==> src/rtl/mac40_pkg.sv <==
package mac40_pkg;

  localparam int unsigned OP_W   = 32;
  localparam int unsigned HALF_W = 16;
  localparam int unsigned ACC_W  = 40;
  localparam int unsigned FN_W   = 6;

  // Function codes within the MAC-class opcode; the decoder depends on these values.
  localparam logic [FN_W-1:0] FN_ACCUM = 6'b010000;
  localparam logic [FN_W-1:0] FN_RD_HI = 6'b010001;
  localparam logic [FN_W-1:0] FN_RD_LO = 6'b010010;

  // Strobes from control to datapath.
  typedef struct packed {
    logic macEn;
    logic rdHi;
    logic rdLo;
  } mac_strobe_t;

endpackage

==> src/rtl/mac40_ctrl.sv <==
module mac40_ctrl
  import mac40_pkg::*;
#(
  parameter int unsigned FNW = FN_W
) (
  input  logic           clk,
  input  logic           rst,
  input  logic           valid,
  input  logic [FNW-1:0] func,
  output mac_strobe_t    strb
);

  always_comb begin
    strb = '0;
    if (valid) begin
      unique case (func)
        FN_ACCUM: strb.macEn = 1'b1;
        FN_RD_HI: strb.rdHi  = 1'b1;
        FN_RD_LO: strb.rdLo  = 1'b1;
        default:  strb       = '0;
      endcase
    end
  end

  // Only one operation may be active per cycle.
  p_one_strobe_r6: assert property (@(posedge clk) disable iff (rst)
    $onehot0({strb.macEn, strb.rdHi, strb.rdLo}));

endmodule

==> src/rtl/mac40_mulstage.sv <==
module mac40_mulstage #(
  parameter int unsigned OPW   = 32,
  parameter int unsigned HALFW = 16,
  localparam int unsigned PRODW = 2 * HALFW
) (
  input  logic                    clk,
  input  logic                    rst,
  input  logic                    macEn,
  input  logic [OPW-1:0]          opA,
  input  logic [OPW-1:0]          opB,
  output logic                    prodValid,
  output logic signed [PRODW-1:0] prodReg
);

  logic signed [HALFW-1:0] aLow;
  logic signed [HALFW-1:0] bLow;
  logic signed [PRODW-1:0] prodComb;

  assign aLow     = opA[HALFW-1:0];
  assign bLow     = opB[HALFW-1:0];
  assign prodComb = PRODW'(aLow) * PRODW'(bLow);

  always_ff @(posedge clk) begin
    if (rst) begin
      prodValid <= 1'b0;
      prodReg   <= '0;
    end else begin
      prodValid <= macEn;
      if (macEn) prodReg <= prodComb;
    end
  end

  // Changing only the upper operand halves between two accumulates leaves the product unchanged.
  p_upper_ignored_r1: assert property (@(posedge clk) disable iff (rst)
    ($past(macEn) && macEn && prodValid &&
     opA[HALFW-1:0] == $past(opA[HALFW-1:0]) &&
     opB[HALFW-1:0] == $past(opB[HALFW-1:0]) &&
     (opA[OPW-1:HALFW] != $past(opA[OPW-1:HALFW]) ||
      opB[OPW-1:HALFW] != $past(opB[OPW-1:HALFW])))
    |=> $stable(prodReg));

endmodule

==> src/rtl/mac40_accum.sv <==
module mac40_accum #(
  parameter int unsigned OPW   = 32,
  parameter int unsigned ACCW  = 40,
  parameter int unsigned PRODW = 32,
  localparam int unsigned GUARDW = ACCW - OPW,
  localparam int unsigned EXTW   = ACCW - PRODW
) (
  input  logic                    clk,
  input  logic                    rst,
  input  logic                    prodValid,
  input  logic signed [PRODW-1:0] prodReg,
  input  logic                    rdHi,
  input  logic                    rdLo,
  output logic [OPW-1:0]          result,
  output logic                    wrEn
);

  logic [ACCW-1:0] accReg;
  logic [ACCW-1:0] prodExt;
  logic [ACCW-1:0] accNext;
  logic [ACCW-1:0] accView;

  assign prodExt = {{EXTW{prodReg[PRODW-1]}}, prodReg};
  assign accNext = accReg + prodExt;              // wraps modulo 2^ACCW
  assign accView = prodValid ? accNext : accReg;  // forward an in-flight accumulate to reads

  always_ff @(posedge clk) begin
    if (rst) begin
      accReg <= '0;
      result <= '0;
      wrEn   <= 1'b0;
    end else begin
      if (prodValid) accReg <= accNext;
      wrEn <= rdHi | rdLo;
      if (rdHi)
        result <= {{(OPW-GUARDW){1'b0}}, accView[ACCW-1:OPW]};
      else if (rdLo)
        result <= accView[OPW-1:0];
    end
  end

  p_acc_hold_r6: assert property (@(posedge clk) disable iff (rst)
    !prodValid |=> $stable(accReg));

  p_reset_clear_r8: assert property (@(posedge clk)
    rst |=> (accReg == '0 && !wrEn && !prodValid));

  p_fwd_match_r5: assert property (@(posedge clk) disable iff (rst)
    (prodValid && rdLo) |=> result == accReg[OPW-1:0]);

endmodule

==> src/rtl/mac40_unit.sv <==
module mac40_unit
  import mac40_pkg::*;
#(
  parameter int unsigned OPW   = OP_W,
  parameter int unsigned HALFW = HALF_W,
  parameter int unsigned ACCW  = ACC_W,
  parameter int unsigned FNW   = FN_W,
  localparam int unsigned PRODW  = 2 * HALFW,
  localparam int unsigned GUARDW = ACCW - OPW
) (
  input  logic           clk,
  input  logic           rst,
  input  logic           inValid,
  input  logic [FNW-1:0] inFunc,
  input  logic           inParBit,
  input  logic [OPW-1:0] inOpA,
  input  logic [OPW-1:0] inOpB,
  output logic [OPW-1:0] outResult,
  output logic           outWrEn
);

  mac_strobe_t             strb;
  logic                    prodValid;
  logic signed [PRODW-1:0] prodReg;

  mac40_ctrl #(.FNW(FNW)) u_ctrl (
    .clk   (clk),
    .rst   (rst),
    .valid (inValid),
    .func  (inFunc),
    .strb  (strb)
  );

  mac40_mulstage #(.OPW(OPW), .HALFW(HALFW)) u_mul (
    .clk       (clk),
    .rst       (rst),
    .macEn     (strb.macEn),
    .opA       (inOpA),
    .opB       (inOpB),
    .prodValid (prodValid),
    .prodReg   (prodReg)
  );

  mac40_accum #(.OPW(OPW), .ACCW(ACCW), .PRODW(PRODW)) u_acc (
    .clk       (clk),
    .rst       (rst),
    .prodValid (prodValid),
    .prodReg   (prodReg),
    .rdHi      (strb.rdHi),
    .rdLo      (strb.rdLo),
    .result    (outResult),
    .wrEn      (outWrEn)
  );

  p_wren_source_r9: assert property (@(posedge clk) disable iff (rst)
    outWrEn |-> $past(inValid && (inFunc == FN_RD_HI || inFunc == FN_RD_LO)));

  p_hi_zero_ext_r3: assert property (@(posedge clk) disable iff (rst)
    (outWrEn && $past(inFunc) == FN_RD_HI) |-> outResult[OPW-1:GUARDW] == '0);

  p_par_no_write_r7: assert property (@(posedge clk) disable iff (rst)
    (inParBit && !(inValid && (inFunc == FN_RD_HI || inFunc == FN_RD_LO))) |=> !outWrEn);

endmodule

==> config.mk <==
export PLATFORM = sky130hd
export DESIGN_NAME = mac40_unit
export DESIGN_NICKNAME = d
export VERILOG_FILES = /design/src/rtl/mac40_pkg.sv /design/src/rtl/mac40_ctrl.sv /design/src/rtl/mac40_mulstage.sv /design/src/rtl/mac40_accum.sv /design/src/rtl/mac40_unit.sv
export SDC_FILE = /design/constraint.sdc
export NUM_CORES = 1
export LEC_CHECK = 0
export ABC_AREA = 0
export BUFFER_PORTS_ARGS = -buffer_cell sky130_fd_sc_hd__buf_4
export CORE_UTILIZATION = 60
export DETAILED_ROUTE_END_ITERATION = 12
export PLACE_DENSITY = 0.79
export SLEW_MARGIN = 20
export SYNTH_ARGS = -nofsm -noshare
export SYNTH_HDL_FRONTEND = slang
export SYNTH_HIERARCHICAL = 1
export SYNTH_SLANG_ARGS = --single-unit
==> constraint.sdc <==
create_clock -name clk -period 8.1 [get_ports clk]
set_input_delay 1.62 -clock clk [delete_from_list [all_inputs] [get_ports clk]]
set_output_delay 1.62 -clock clk [all_outputs]
set_load 0.01 [all_outputs]
==> summary.md <==
| Metric | Value |
|---|---|
| Port bufs | `73` |
| Crit start category | `input port` |
| Clock Latency Late Sink | `0.35 ns` |
| CTS resizes | `0` |
| Antenna Cells | `0` |
| Initial antenna violation count | `0` |
| Layout cells sized above 1 | `6.49%` |
| RSZ-0062 raised after global routing | `false` |
| Highest clock rate | `138 MHz` |
| Most frequent cells in the layout | `inv_1, fa_1, nand2_1` |
| Reg2reg path depth | `12` |
| Synth top area share | `approximately a third` |
| Slowest stage delay, CP | `0.76 ns` |
| CTS tree | `done` |
| Initial DRC count | `about 780` |
| Die area | `between 20000 and 30000 um^2` |
| CTS Buf Count | `9` |
| DR vias | `12400` |
| Unique cell type count in the Yosys netlist | `79` |
| H-tree depth | `3` |
| Drc violations | `0` |
| Worst r2r dst | `u_acc/result[2]$_SDFFE_PP0P_` |
| Number of global-route vias before repair | `12700` |
| Largest area contributor in the netlist | `fa_1` |
| Syn nets | `approximately 2300` |
| CP dominant cell by count | `fa_1` |
| Largest net degree at the start of global routing | `85` |
| First-pass GRT wire length | `59.4 mm` |
| Status | `finished clean` |
| Crit-path max FO | `16` |
| Die X | `165 um` |
| Vias per cell | `5.71` |
| Endpoint type of the worst setup path | `flip-flop` |
| Commonest non-fill, non-tap cell in the layout | `inv_1` |
| RR Startpoint | `u_mul/prodReg[0]$_SDFFE_PP0P_` |
| Mapped Area | `15900 um^2` |
| GRT Util Overall | `27.3%` |
| Req. time, crit path | `8.35 ns` |
| Ys Warns | `6` |
| Slew Viols, Final | `0` |
| # rows | `59` |
| #FFs+latches synth | `106` |
| Gp weighted congestion | `0.925` |
| Final setup viols | `0` |
| Final hold vios | `0` |
| FILL cells | `2164` |
| Clock Path Buffers | `2` |
| Post-synth top flop | `dfxtp_1` |
| Gate Count Post-Synth | `1814` |
| Slowest cell on the critical path | `fa_1` |
| Synth async-reset ratio | `0%` |
| HPWL after detailed placement | `27.7 mm` |
| Root Driver | `clkbuf_16` |
| R2R Setup Slk | `4.89 ns` |
| CP Class | `input port to flip-flop` |
| Synth Area per Inst | `8.77 um^2` |
| Total core area | `26100 um^2` |
| IO Pins | `107` |
| Hold Path Class | `flip-flop to flip-flop` |
| Post-route ant nets | `0` |
| Worst path cell trace | `buf_4, nand2_1, inv_1, fa_1, fa_1, fa_1, fa_1, fa_1, inv_1, fa_1, inv_1, ha_1, a21o_1, a21o_1, a21oi_1, o21ai_0, a21oi_2, o21ai_1, a221oi_1, nor4b_1, a211o_1` |
| Wirelength per Cell | `15.9 um` |
| Clock slew at reported path FFs | `0.07 ns` |
| Final Skew | `about 0.008 ns` |
| Worst-margin pin slew | `0.899 ns` |
| Setup_tns | `0 ns` |
| Top cells by area, synth | `fa_1, dfxtp_1, ha_1, inv_1, and2_1` |
| Worst hold path endpoint | `u_mul/prodReg[0]$_SDFFE_PP0P_` |
| NumNets Final | `roughly 2300` |
| Critical path arrival | `7.51 ns` |
| Final cycle utilization of the critical path | `89.7%` |
| Post-synth EDFFs | `0` |
| Post-route minimum period | `7.26 ns` |
| TritonRoute pass-1 iters | `7` |
| Clock Sinks | `around 110` |
| Post-CTS Hold Buffers | `0` |
| Setup bufs post-CTS | `0` |
| Final WL | `34.6 mm` |
| Max-Cap Viols | `0` |
| Relative slew margins | `40.1%` |
| Hold path startpoint | `u_mul/prodReg[0]$_SDFFE_PP0P_` |
| GR Overflow Total | `0` |
| Die Y | `165 um` |
| Area Overhead vs Synth | `6.26%` |
| Post-synthesis sequential area ratio | `between 10% and 20%` |
| Initial Util | `61.0%` |
| Worst hold stages | `2` |
[critical path: cells and delay by family]
| kind | cells | cell delay [ns] |
|---|---|---|
| AOI/OAI and AO/OA | 8 | 1.71 |
| adders and majority gates | 7 | 3.57 |
| buffers and inverters | 4 | 0.37 |
| and+or+nand+nor | 2 | 0.23 |
[sequential cells by signal (all words and copies together) (netlist names)]
register / count
u_mul/prodReg: 32
u_acc/wrEn: 1
u_mul/prodValid: 1
u_acc/result: 32
u_acc/accReg: 40
[layout make-up]
cell class              count  area, um^2  share of cell area, %
well taps                 335         419                   2.48
flip-flops and latches    106        2120                   12.6
clock buffers               9         225                   1.33
repair buffers             79         593                   3.51
clock inverters             7        58.8                  0.348
multi-input cells        1330       12300                   73.0
inverters                 303        1140                   6.73
[per-layer routing]
layer / vias up / global-route usage, % / wire, um
li1: 5818 / - / -
met1: 6183 / 35.6 / 14800
met2: 312 / 48.4 / 17700
met3: 62 / 3.01 / 1380
met4: 0 / 7.01 / 720
met5: - / 0 / 0
[worst max path at each step]
stage	startpoint	to	slack (ns)	depth (start not counted)
2_1_floorplan	inOpB[1]	u_mul/prodReg[22]$_SDFFE_PP0P_	0.94	20
3_3_place_gp	inOpB[1]	u_mul/prodReg[30]$_SDFFE_PP0P_	0.61	21
3_5_place_dp	inOpB[1]	u_mul/prodReg[30]$_SDFFE_PP0P_	0.53	21
4_1_cts	inOpB[1]	u_mul/prodReg[30]$_SDFFE_PP0P_	0.90	21
5_1_grt	inOpB[1]	u_mul/prodReg[30]$_SDFFE_PP0P_	0.53	21
6_report	inOpB[1]	u_mul/prodReg[30]$_SDFFE_PP0P_	0.84	21
[logic make-up after synthesis]
family	after synthesis	synth area share (%)
AOI/OAI and AO/OA	281	11.3
xor gates and xnor gates	65	3.58
adders and majority gates	384	42.6
buffers and inverters	378	9.19
DFF	106	13.3
muxes	54	3.41
and+or+nand+nor	546	16.6
[synthesized netlist by cell type, drive strengths merged (3+ instances only)]
library cell and n:
buf 11, a211oi 23, nor2 142, fa 263, xor2 18, o21bai 10
nand4 13, a21oi 94, clkbuf 63, o41ai 3, or4 4, ha 121
o221ai 3, and4 3, o211ai 12, dfxtp 106, nand2 183, a21o 25
nand2b 14, inv 302, a31oi 11, o22ai 7, nand3 13, or3 5
o21ai 59, nor3 12, o211a 3, and3 5, and2 127, mux2i 52
o21a 6, nand3b 3, nor4 4, o31ai 5, nor2b 5, xnor2 47
a211o 4, nor3b 6
[per-stage QoR]
step | instances | worst slack (ns) | cell area (um^2) | utilization, % | hold slack (ns)
after global routing | 2169 | 0.532 | 16900 | 64.9 | 0.505
final | 2169 | 0.836 | 16900 | 64.9 | 0.482
after floorplan | 1814 | 0.942 | 15900 | - | 0.448
after CTS | 2169 | 0.902 | 16900 | 64.9 | 0.485
after global placement | 2153 | 0.609 | 16600 | 63.8 | 0.467
after detailed placement | 2153 | 0.532 | 16600 | 63.8 | 0.470
Power is not shown: default switching activity piles up to over one toggle a cycle in this logic, so the estimate is an artifact.
